$ cat src/rtl/extirq_pkg.sv
package extirq_pkg;
  localparam int TRIG_W = 4;

  typedef enum logic [TRIG_W-1:0] {
    TRIG_LVL_LO = 4'd0,
    TRIG_LVL_HI = 4'd1,
    TRIG_FALL   = 4'd2,
    TRIG_RISE   = 4'd3,
    TRIG_BOTH   = 4'd4
  } trig_e;
endpackage

$ cat src/rtl/extirq_sync.sv
module extirq_sync #(
  parameter int WIDTH  = 32,
  parameter int STAGES = 2
) (
  input  logic             clk_i,
  input  logic             rst_i,
  input  logic [WIDTH-1:0] d_i,
  output logic [WIDTH-1:0] q_o
);
  logic [WIDTH-1:0] stage_q [STAGES];

  always_ff @(posedge clk_i) begin
    if (rst_i) begin
      for (int s = 0; s < STAGES; s++) stage_q[s] <= '0;
    end else begin
      stage_q[0] <= d_i;
      for (int s = 1; s < STAGES; s++) stage_q[s] <= stage_q[s-1];
    end
  end

  assign q_o = stage_q[STAGES-1];
endmodule

$ cat src/rtl/extirq_detect.sv
module extirq_detect
  import extirq_pkg::*;
#(
  parameter int NUM_LINES = 32
) (
  input  logic                        clk_i,
  input  logic                        rst_i,
  input  logic [NUM_LINES-1:0]        lvl_i,
  input  logic [NUM_LINES*TRIG_W-1:0] cfg_i,
  output logic [NUM_LINES-1:0]        event_o
);
  logic [NUM_LINES-1:0] prev_q;

  always_ff @(posedge clk_i) begin
    if (rst_i) prev_q <= '0;
    else       prev_q <= lvl_i;
  end

  for (genvar n = 0; n < NUM_LINES; n++) begin : g_line
    logic [TRIG_W-1:0] mode;
    logic              hit;
    assign mode = cfg_i[n*TRIG_W +: TRIG_W];
    always_comb begin
      case (mode)
        TRIG_LVL_LO: hit = ~lvl_i[n];
        TRIG_LVL_HI: hit = lvl_i[n];
        TRIG_FALL:   hit = prev_q[n] & ~lvl_i[n];
        TRIG_RISE:   hit = ~prev_q[n] & lvl_i[n];
        TRIG_BOTH:   hit = prev_q[n] ^ lvl_i[n];
        default:     hit = 1'b0;
      endcase
    end
    assign event_o[n] = hit;
  end
endmodule

$ cat src/rtl/extirq_regs.sv
module extirq_regs
  import extirq_pkg::*;
#(
  parameter int NUM_LINES     = 32,
  parameter int LINES_PER_REG = 8,
  parameter int ADDR_W        = 4,
  parameter int DATA_W        = 32
) (
  input  logic                        clk_i,
  input  logic                        rst_i,
  input  logic                        we_i,
  input  logic [ADDR_W-1:0]           addr_i,
  input  logic [DATA_W-1:0]           wdata_i,
  input  logic [NUM_LINES-1:0]        event_i,
  output logic [NUM_LINES*TRIG_W-1:0] cfg_o,
  output logic [NUM_LINES-1:0]        mask_o,
  output logic [NUM_LINES-1:0]        pend_o,
  output logic [DATA_W-1:0]           rdata_o
);
  localparam int GROUPS   = NUM_LINES / LINES_PER_REG;
  localparam int CFG_BITS = LINES_PER_REG * TRIG_W;
  localparam int MASK_BASE = GROUPS;
  localparam int PEND_BASE = 2 * GROUPS;

  logic [NUM_LINES*TRIG_W-1:0] cfg_q;
  logic [NUM_LINES-1:0]        mask_q;
  logic [NUM_LINES-1:0]        pend_q;
  logic [NUM_LINES-1:0]        clr;
  logic [DATA_W-1:0]           rd_next;

  always_comb begin
    clr = '0;
    for (int g = 0; g < GROUPS; g++) begin
      if (we_i && addr_i == ADDR_W'(PEND_BASE + g))
        clr[g*LINES_PER_REG +: LINES_PER_REG] = wdata_i[LINES_PER_REG-1:0];
    end
  end

  always_ff @(posedge clk_i) begin
    if (rst_i) begin
      cfg_q  <= '0;
      mask_q <= '1;
      pend_q <= '0;
    end else begin
      pend_q <= (pend_q & ~clr) | event_i;
      if (we_i) begin
        for (int g = 0; g < GROUPS; g++) begin
          if (addr_i == ADDR_W'(g))
            cfg_q[g*CFG_BITS +: CFG_BITS] <= wdata_i[CFG_BITS-1:0];
          if (addr_i == ADDR_W'(MASK_BASE + g))
            mask_q[g*LINES_PER_REG +: LINES_PER_REG] <= wdata_i[LINES_PER_REG-1:0];
        end
      end
    end
  end

  always_comb begin
    rd_next = '0;
    for (int g = 0; g < GROUPS; g++) begin
      if (addr_i == ADDR_W'(g))
        rd_next[CFG_BITS-1:0] = cfg_q[g*CFG_BITS +: CFG_BITS];
      if (addr_i == ADDR_W'(MASK_BASE + g))
        rd_next[LINES_PER_REG-1:0] = mask_q[g*LINES_PER_REG +: LINES_PER_REG];
      if (addr_i == ADDR_W'(PEND_BASE + g))
        rd_next[LINES_PER_REG-1:0] = pend_q[g*LINES_PER_REG +: LINES_PER_REG];
    end
  end

  always_ff @(posedge clk_i) begin
    if (rst_i) rdata_o <= '0;
    else       rdata_o <= rd_next;
  end

  assign cfg_o  = cfg_q;
  assign mask_o = mask_q;
  assign pend_o = pend_q;
endmodule

$ cat src/rtl/extirq_ctrl.sv
module extirq_ctrl
  import extirq_pkg::*;
#(
  parameter int NUM_LINES     = 32,
  parameter int LINES_PER_REG = 8,
  parameter int DIRECT_LINES  = 16,
  parameter int SYNC_STAGES   = 2,
  parameter int ADDR_W        = 4,
  parameter int DATA_W        = 32
) (
  input  logic                    clk_i,
  input  logic                    rst_i,
  input  logic [NUM_LINES-1:0]    pin_i,
  input  logic                    reg_we_i,
  input  logic [ADDR_W-1:0]       reg_addr_i,
  input  logic [DATA_W-1:0]       reg_wdata_i,
  output logic [DATA_W-1:0]       reg_rdata_o,
  output logic [DIRECT_LINES-1:0] irq_line_o,
  output logic                    irq_shared_o
);
  logic [NUM_LINES-1:0]        lvl_sync;
  logic [NUM_LINES-1:0]        line_event;
  logic [NUM_LINES*TRIG_W-1:0] cfg_q;
  logic [NUM_LINES-1:0]        mask_q;
  logic [NUM_LINES-1:0]        pend_q;
  logic [NUM_LINES-1:0]        live;

  extirq_sync #(.WIDTH(NUM_LINES), .STAGES(SYNC_STAGES)) u_sync (
    .clk_i(clk_i), .rst_i(rst_i), .d_i(pin_i), .q_o(lvl_sync)
  );

  extirq_detect #(.NUM_LINES(NUM_LINES)) u_detect (
    .clk_i(clk_i), .rst_i(rst_i), .lvl_i(lvl_sync),
    .cfg_i(cfg_q), .event_o(line_event)
  );

  extirq_regs #(
    .NUM_LINES(NUM_LINES), .LINES_PER_REG(LINES_PER_REG),
    .ADDR_W(ADDR_W), .DATA_W(DATA_W)
  ) u_regs (
    .clk_i(clk_i), .rst_i(rst_i), .we_i(reg_we_i), .addr_i(reg_addr_i),
    .wdata_i(reg_wdata_i), .event_i(line_event), .cfg_o(cfg_q),
    .mask_o(mask_q), .pend_o(pend_q), .rdata_o(reg_rdata_o)
  );

  assign live = pend_q & ~mask_q;

  always_ff @(posedge clk_i) begin
    if (rst_i) begin
      irq_line_o   <= '0;
      irq_shared_o <= 1'b0;
    end else begin
      irq_line_o   <= live[DIRECT_LINES-1:0];
      irq_shared_o <= |live[NUM_LINES-1:DIRECT_LINES];
    end
  end
endmodule

$ cat config.mk
export PLATFORM = sky130hd
export DESIGN_NAME = extirq_ctrl
export DESIGN_NICKNAME = d
export VERILOG_FILES = /design/src/rtl/extirq_pkg.sv /design/src/rtl/extirq_sync.sv /design/src/rtl/extirq_detect.sv /design/src/rtl/extirq_regs.sv /design/src/rtl/extirq_ctrl.sv
export SDC_FILE = /design/constraint.sdc
export NUM_CORES = 1
export LEC_CHECK = 0
export BUFFER_PORTS_ARGS = -buffer_cell sky130_fd_sc_hd__buf_2
export CAP_MARGIN = 30
export CORE_ASPECT_RATIO = 1.75
export CORE_MARGIN = 4
export CORE_UTILIZATION = 35
export DETAILED_ROUTE_END_ITERATION = 12
export GPL_TIMING_DRIVEN = 0
export PLACE_DENSITY = 0.53
export SLEW_MARGIN = 20
export SYNTH_ARGS = -nofsm -noshare
export SYNTH_HDL_FRONTEND = slang
export SYNTH_SLANG_ARGS = --single-unit
$ cat constraint.sdc
create_clock -name clk_i -period 1.7 [get_ports clk_i]
set_clock_uncertainty 0.15 [all_clocks]
set_input_delay 0.17 -clock clk_i [delete_from_list [all_inputs] [get_ports clk_i]]
set_output_delay 0.17 -clock clk_i [all_outputs]
set_load 0.01 [all_outputs]
[Yosys cells after proc, flatten, opt, wreduce, memory -nomap -nowiden]
Memory sizes are Yosys's and may differ from the RTL's.
Index checks and enable logic that the tools add are counted.
Word-level totals
  flip-flop bits (word level): 273
  bits in latches: 0
  bits in writable memories: 64
  memory bits (read-only): 0
  input port bits: 71
  output and inout port bits: 49
  logic and storage cells: 419
  memories kept: 1
Memory list
  u_sync.stage_q: words 2, width 32, rd ports 2, clocked after memory_dff 0, wr ports 2, line extirq_sync.sv:10  | logic [WIDTH-1:0] stage_q [STAGES];
Operators by class
  add/subtract/negate cells: 0
  $mul: 0
  divide/modulo/power cells: 0
  $lt $le $gt $ge: 0
  equal/unequal tests: 139
  shift operators: 0
  multiplexer cells: 53
  bitwise logic cells: 167
  reductions and logical operators: 46
Operators with widths (count)
  == test 4 x 2 -> 1 bit, second input constant: 66
  two-way mux 32 bit: 6
  one-hot mux 1 bit (5 select lines): 32
  == test 4 x 3 -> 1 bit, second input constant: 36
  == test 4 x 1 -> 1 bit, second input constant: 33
  logical NOT 4 bit: 33
  two-way mux 8 bit: 12
  bitwise AND 1 bit: 64
  bitwise AND 32 bit: 2
  inverter 1 bit: 64
  inverter 32 bit: 2
  bitwise OR 32 bit: 1
  bitwise XOR 1 bit: 32
  == test 4 bit, second input constant: 4
  AND reduction 2 bit: 8
  OR reduction 16 bit: 1
  logical AND 1 bit: 4
  two-way mux 1 bit: 3
  bitwise OR 1 bit: 2

[Longest topological paths before layout]
Gate-level depths: netlist of the first run.
  depth after elaboration: 13
  mapped depth: 8
  mapped depth without buffers: 7

[Modules after synthesis]
From an unflattened synthesis of the first run, not the netlist that was laid out.
Second synthesis, totals
  cells, all modules: 1817
  area total of the unflattened synthesis: 15592.5 sq um
Modules (own cells, without submodules)
  extirq_regs: instances 1, cells each 1143, area each 9059.9 sq um, seq. area each 4484.3 sq um
  extirq_detect: instances 1, cells each 447, area each 3708.6 sq um, seq. area each 640.6 sq um
  extirq_sync: instances 1, cells each 167, area each 2158.3 sq um, seq. area each 1281.2 sq um
  extirq_ctrl: instances 1, cells each 60, area each 665.6 sq um, seq. area each 340.3 sq um

[Worst setup path after synthesis of the first run]
No wires, ideal clock.
  path type: in2reg
  start point: input reg_addr_i[3]
  end point: register u_regs.rdata_o[3]
  arrival time: 1.259 ns
  setup slack: 0.169 ns
  cell stages on the path: 6
  path buffers: 1
  cell sequence: buf_2 or3b_2 o31a_1 o211ai_1 and3_1 o21ai_1
On the way
  cells in the longest elaborated chain, start to end: 13
  elaborated cells on any way between the ends: 24
  classes of those cells: eq/ne (11); mux (12); reduce/logical (1)
Ends and longest elaborated chain
  start, declared: line extirq_ctrl.sv:15  | input logic [ADDR_W-1:0] reg_addr_i,
  logical NOT 4 bit: line extirq_regs.sv:60  | if (addr_i == ADDR_W'(g))
  two-way mux 32 bit: line extirq_regs.sv:60
  two-way mux 8 bit: line extirq_regs.sv:62  | if (addr_i == ADDR_W'(MASK_BASE + g))
  two-way mux 8 bit: line extirq_regs.sv:64  | if (addr_i == ADDR_W'(PEND_BASE + g))
  two-way mux 32 bit: line extirq_regs.sv:60
  two-way mux 8 bit: line extirq_regs.sv:62
  two-way mux 8 bit: line extirq_regs.sv:64
  two-way mux 32 bit: line extirq_regs.sv:60
  two-way mux 8 bit: line extirq_regs.sv:62
  two-way mux 8 bit: line extirq_regs.sv:64
  two-way mux 32 bit: line extirq_regs.sv:60
  two-way mux 8 bit: line extirq_regs.sv:62
  two-way mux 8 bit *: line extirq_regs.sv:64
  end signal, assigned: line extirq_regs.sv:71  | else rdata_o <= rd_next;
  end, declared: line extirq_regs.sv:18  | output logic [DATA_W-1:0] rdata_o
Every way passes the cells marked *; elsewhere a longest branch is shown, timed or not.
A chain may end at the register's enable or synchronous reset.

==> summary.md, run 1 <==
| Metric | Value |
|---|---|
| Dominant synthesized flop cell | dfxtp_1 |
| Critical Path RT | approximately 2 ns |
| Chip height | about 280 µm |
| Total CTS buffers | 34 |
| Post-DR wirelength/cell | 22.4 µm |
| Area of the multi-input gates | approximately 0.0074 mm² |
| Cell count after placement | 2435 |
| Post-route setup slack | about 0.03 ns |
| GP Congestion | between 0.9 and 1 |
| Worst slack, placed | -1.08 ns |
| Die width | around 160 µm |
| Critical Path Max Stage Delay | 0.65 ns |
| H-tree depth | 2 |
| Largest cells by area after synthesis | dfxtp_1, nand2_1, a21oi_1 |
| Startpoint Class | input pin |
| Register area | around 0.0068 mm² |
| CTS tree | done |
| Clk_lat worst skew | 0.53 ns |
| Max_cap viols | 0 |
| Post-Syn Area | between 0.01 and 0.015 mm² |
| Final ANT Viol Nets | 0 |
| Layout fillers | 4202 |
| Seq/Total Area, Yosys | 0.457 |
| Crit path max fanout | 10 |
| Top-count cell post-synth | nand2_1 |
| Power per cell area | 972 mW/mm² |
| Hold Fails Final Rpt | 0 |
| Antenna cells | 0 |
| Ratio of cells with drive above 1 in the final layout | 0.148 |
| Placed instance area | approximately 0.016 mm² |
| Worst slew pin tran | around 1.1 ns |
| Maximum VDD drop | between 0.6 and 0.7 mV |
| Fraction of registers with async set/reset | 0 |
| Synth top area share | 0.457 |
| Synthesized flop and latch total | ~340 |
| Worst min path class | in2reg |
| CORE AREA | 0.0417 mm² |
| Global route overflow | 0 |
| DR vias/cell | 5.33 |
| GRT Resource Usage Total | 0.247 |
| Synth cell count leaders | nand2_1, dfxtp_1, a21oi_1 |
| LEAKAGE | 6.83 nW |
| Yosys warning count | 0 |
| Clock Path Buffers | 3 |
| Class of the most critical setup path | in2reg |
| Avg Cell Area, Syn | about 8.4 µm² |
| Highest Clock Rate | about 600 MHz |
| Largest net degree at the start of global routing | 15 |
| Via count | approximately 14000 |
| Fin nets | 2118 |
| Biggest area consumer among synthesized cells | dfxtp_1 |
| CTS Sinks | 337 |
| Cell Count, Final, Fillers Out | 2559 |
| Slowest CP cell | clkdlybuf4s15_1 |
| Outcome | finished clean |
| Starting Density | 0.354 |
| CP bufs+invs | 3 |
| Die area | 0.0457 mm² |
| Area grow syn2layout | 22.7% |
| Cell Chain, Critical Path | dlygate4sd3_1, buf_2, clkdlybuf4s15_1, mux2i_1, nand2_1 |
| Post-route minimum period | ~1.7 ns |
| Initial antenna violation count | 0 |
| Crit. End Element | flip-flop |
| Root buf cell | clkbuf_16 |
| Hpwl dp | roughly 43000 µm |
| First-pass GRT wire length | between 80000 and 90000 µm |
| Final worst path period share | 0.982 |
| Vias in the first global route | around 14000 |
| Top Family by Delay on Critical Path | buffers and inverters |
| # IOs | 120 |
| Total Wirelength | approximately 57000 µm |
| Site row count | 99 |
| Post-synth EDFFs | 0 |
| DRC viols | 0 |
| Syn nets | 1896 |
| Worst-path clk slew | approximately 0.060 ns |
| Port-buffer cells | 117 |
| Final Setup Violations | 0 |
| TritonRoute pass-1 iters | 5 |
| Count of pins over their slew limit | 0 |
| Number of distinct library cells after synthesis | between 60 and 70 |
| Initial drt markers | 805 |
| Post-Syn Instances | 1761 |
| Design area | 0.0181 mm² |
| Worst rel slew slack | 0.293 |
| Critical Path AT | between 1.5 and 2 ns |
[where the power goes]
part | internal (mW) | switching, mW
sequential | 8.12 | 0.207
combinational | 0.608 | 1.02
clock | 4.44 | 3.21
[area by class of cell]
cell class | count | share of cell area
buffer | 105 | 0.0291
clock buffer | 51 | 0.0562
clock inverter | 6 | 0.00456
inverter | 83 | 0.0172
multi-input combinational | 1235 | 0.409
sequential | 337 | 0.374
tap | 555 | 0.0383
timing repair buffer | 187 | 0.0719
[worst paths after layout]
kind	start	endpoint	slack, ns	cells after the start
min	rst_i	u_sync.stage_q[0][24]$_SDFF_PP0_	0.11	3
min reg2reg	u_sync.stage_q[0][6]$_SDFF_PP0_	u_sync.stage_q[0][38]$_SDFF_PP0_	0.28	1
max reg2reg	u_regs.cfg_o[5]$_SDFFE_PP0P_	u_regs.rdata_o[5]$_SDFF_PP0_	0.04	5
max	reg_wdata_i[2]	u_regs.mask_o[2]$_SDFFE_PP1P_	0.03	5
[cells in the final DEF, fill, tap and decap left out, types with 25 or more instances in the layout]
cell type / n
nand2_1: 400
dfxtp_1: 323
a21oi_1: 220
buf_2: 150
inv_1: 80
nor2b_1: 74
dlygate4sd3_1: 67
ha_1: 64
nor2_1: 63
nand2b_1: 56
a22oi_1: 54
clkbuf_1: 51
clkbuf_16: 37
mux2i_1: 29
o21ai_0: 28
o21bai_1: 25
[metrics by stage]
stage | TNS, ns | power, mW | util | hold WS, ns
3_3_place_gp | -143.88 | 9.93 | 0.384 | 0.228
2_1_floorplan | 0 | 9.23 | - | 0.148
3_5_place_dp | -145.56 | 9.96 | 0.385 | 0.232
5_1_grt | -0.0143 | 18.2 | 0.434 | 0.103
4_1_cts | 0 | 17.8 | 0.430 | 0.0733
6_report | 0 | 17.6 | 0.434 | 0.113
[what timing repair did]
item | in CTS | in global routing
gates resized for setup | 41 | 53
buffers inserted | 0 | 1
pin swaps | 4 | 19
endpoints found under the hold margin | 144 | 0
endpoints found under the setup margin | 183 | 65
hold buffers | 67 | 0
cloned | 0 | 0
[flip-flops by register name, summed over array words and instances (netlist names)]
register         count
irq_line_o          16
irq_shared_o         1
u_detect.prev_q     32
u_regs.cfg_o       128
u_regs.mask_o       32
u_regs.pend_o       32
u_regs.rdata_o      32
u_sync.stage_q      64
[per-layer routing]
metal | GRT usage | vias up | part of all wire
met5 | 0 | - | 0
met4 | 0.172 | 0 | 0.083
met3 | 0.0290 | 206 | 0.043
met2 | 0.462 | 475 | 0.53
met1 | 0.250 | 6513 | 0.35
li1 | - | 6448 | -
[logic make-up (layout without fill, tap and decap cells)]
group,count (synthesis),in the layout,synth area share
simple gates,694,694,0.226
mux,30,30,0.0204
compound gates,447,447,0.188
fa+ha+maj,64,64,0.0543
flops,337,337,0.457
buf+inv,189,432,0.0548
[worst min-delay path, stage by stage]
cell and delay (ns):
buf_2 0.17, clkbuf_1 0.26, nor2b_1 0.15
(Power assumes the default switching activity.)
==> run 2: changes to the inputs <==
--- a/config.mk
+++ b/config.mk
@@ -5,14 +5,14 @@
 export SDC_FILE = /design/constraint.sdc
 export NUM_CORES = 1
 export LEC_CHECK = 0
-export BUFFER_PORTS_ARGS = -buffer_cell sky130_fd_sc_hd__buf_2
 export CAP_MARGIN = 30
 export CORE_ASPECT_RATIO = 1.75
 export CORE_MARGIN = 4
 export CORE_UTILIZATION = 35
 export DETAILED_ROUTE_END_ITERATION = 12
+export DONT_BUFFER_PORTS = 1
 export GPL_TIMING_DRIVEN = 0
-export PLACE_DENSITY = 0.53
+export PLACE_DENSITY = 0.51
 export SLEW_MARGIN = 20
 export SYNTH_ARGS = -nofsm -noshare
 export SYNTH_HDL_FRONTEND = slang
==> run 2 against run 1 <==
Effect of this change: register-to-register slack got worse by 0.02 ns; global-route usage decreased by 0.49 points; utilization decreased by 1.3 points; fmax decreased by 1.4%; first-iteration DRC count increased by 13%; via count decreased by 4.2%; largest cell class unchanged; highest routed layer unchanged; combinational power decreased by 9%; setup slack got worse by 0.023 ns.
==> summary.md, run 2 (synthesis results as in run 1) <==
| Metric | Value |
|---|---|
| Outcome | finished clean |
| Count of pins over their slew limit | 0 |
| Initial drt markers | 910 |
| Comb pwr share | 0.084 |
| Commonest non-fill, non-tap cells in the layout | nand2_1, dfxtp_1, a21oi_1, inv_1, nor2b_1 |
| Crit. End Element | flip-flop |
| Crit path max fanout | 9 |
| Pint | between 10 and 15 mW |
| Clock Path Buffers | 3 |
| Hold Fails Final Rpt | 0 |
| Vias in the first global route | approximately 13000 |
| Power per cell area | between 1000 and 1500 mW/mm² |
| H-tree depth | 2 |
| Commonest non-fill, non-tap cell in the layout | nand2_1 |
| Final ANT Viol Nets | 0 |
| Top Family by Delay on Critical Path | buffers and inverters |
| Site row count | 99 |
| Root buf cell | clkbuf_16 |
| Worst slew pin tran | about 1.0 ns |
| Register area | a little under 0.007 mm² |
| Critical Path RT | 2.02 ns |
| Final worst path period share | 0.996 |
| Placed instance area | roughly 0.016 mm² |
| TritonRoute pass-1 iters | 5 |
| LEAKAGE | 6.32 nW |
| Initial antenna violation count | 2 |
| Finished Core Util | 0.421 |
| Sw power | around 4.5 mW |
| DRC viols | 0 |
| Worst min path class | in2reg |
| Post-DR wirelength/cell | roughly 23 µm |
| Worst-path clk slew | 0.06 ns |
| Global route overflow | 0 |
| Post-route minimum period | around 1.7 ns |
| Worst rel slew slack | 0.313 |
| Total Wirelength | about 56000 µm |
| Chip height | between 200 and 300 µm |
| CTS Sinks | ~340 |
| Critical Path AT | around 2.0 ns |
| CORE AREA | about 0.042 mm² |
| First-pass GRT wire length | around 82000 µm |
| # IOs | 120 |
| Fin nets | 2007 |
| Largest net degree at the start of global routing | 15 |
| GRT Resource Usage Total | 0.242 |
| Layout fillers | 4286 |
| Ratio of cells with drive above 1 in the final layout | 0.0927 |
| Port-buffer cells | 0 |
| Class of the most critical setup path | in2reg |
| Hpwl dp | about 43000 µm |
| Slowest CP cell | dlygate4sd3_1 |
| Sequential share of power | 0.470 |
| CTS tree | done |
| Critical Path Max Stage Delay | 0.61 ns |
| Die width | 163 µm |
| CP bufs+invs | 4 |
| Startpoint Class | input pin |
| Final Setup Violations | 0 |
| GP Congestion | approximately 0.96 |
| Highest Clock Rate | between 500 and 600 MHz |
| Clk_lat worst skew | between 0.5 and 0.6 ns |
| Die area | roughly 0.046 mm² |
| Area grow syn2layout | 19.1% |
| Design area | 0.0176 mm² |
| DR vias/cell | between 5 and 6 |
| Largest register FFs | about 130 |
| Total CTS buffers | 35 |
| Maximum VDD drop | around 0.7 mV |
| Part of the power in the clock network | 0.446 |
| Via count | 13100 |
| Area of the multi-input gates | about 0.0074 mm² |
| Switch share | 0.254 |
| Starting Density | 0.354 |
| Max_cap viols | 0 |
| Cell Chain, Critical Path | buf_2, clkinvlp_4, nor4_4, buf_4, nand2_1, dlygate4sd3_1, a21oi_1 |
==> run 2: area by class of cell <==
class / count / area share
antenna: 2 / 0.000285
buffer: 106 / 0.0294
clock buffer: 52 / 0.0592
clock inverter: 11 / 0.00719
inverter: 83 / 0.0179
multi-input combinational: 1235 / 0.419
sequential: 337 / 0.385
tap: 555 / 0.0395
timing repair buffer: 74 / 0.0426
==> run 2: worst min-delay path, delay by kind of cell <==
| kind | cells | cell delay [ns] |
|---|---|---|
| compound gates | 1 | 0.12 |
| buf+inv | 2 | 0.37 |
==> run 2: final timing paths <==
kind	start	to	slack, ns	depth (start not counted)
worst max-delay path	reg_we_i	u_regs.cfg_o[0]$_SDFFE_PP0P_	0.007	7
worst min-delay path	rst_i	u_regs.mask_o[12]$_SDFFE_PP1P_	0.05	3
worst max register to register	u_sync.stage_q[0][39]$_SDFF_PP0_	u_regs.pend_o[7]$_SDFF_PP0_	0.02	7
worst min register to register	u_sync.stage_q[0][22]$_SDFF_PP0_	u_sync.stage_q[0][54]$_SDFF_PP0_	0.28	1
==> run 2: per-stage QoR <==
stage	cells	total power, mW	hold slack (ns)	setup slack, ns	TNS (ns)
floorplan	1761	9.23	0.148	0.169	0
global placement	2316	9.76	0.151	-0.994	-106.90
detailed placement	2320	9.80	0.154	-0.921	-103.76
CTS	2451	17.9	0.0174	0.00105	0
global route	2455	18.3	0.0566	-0.0187	-0.0218
finish	2455	17.8	0.0459	0.00656	0
==> run 2: per-layer routing <==
layer | up-vias | track usage | wire length, µm
met1 | 6245 | 0.248 | 19600
met4 | 0 | 0.145 | 3930
li1 | 6238 | - | -
met2 | 422 | 0.461 | 30000
met5 | - | 0 | 0
met3 | 167 | 0.0289 | 2530
==> run 2: power by group through the flow <==
stage / registers, mW / logic [mW] / clock network, mW
floorplan: 8.42 / 0.815 / 0
global placement: 8.51 / 1.25 / 0
detailed placement: 8.52 / 1.28 / 0
CTS: 8.34 / 1.47 / 8.08
global route: 8.36 / 1.60 / 8.38
finish: 8.35 / 1.48 / 7.92
==> run 2: repair_timing <==
action                     in CTS  in global routing
setup buffers                   0                  2
hold endpoints to repair      145                  0
setup endpoints to repair      39                 86
pin swaps                       3                 15
hold buffers                   68                  0
gates resized for setup        26                 35
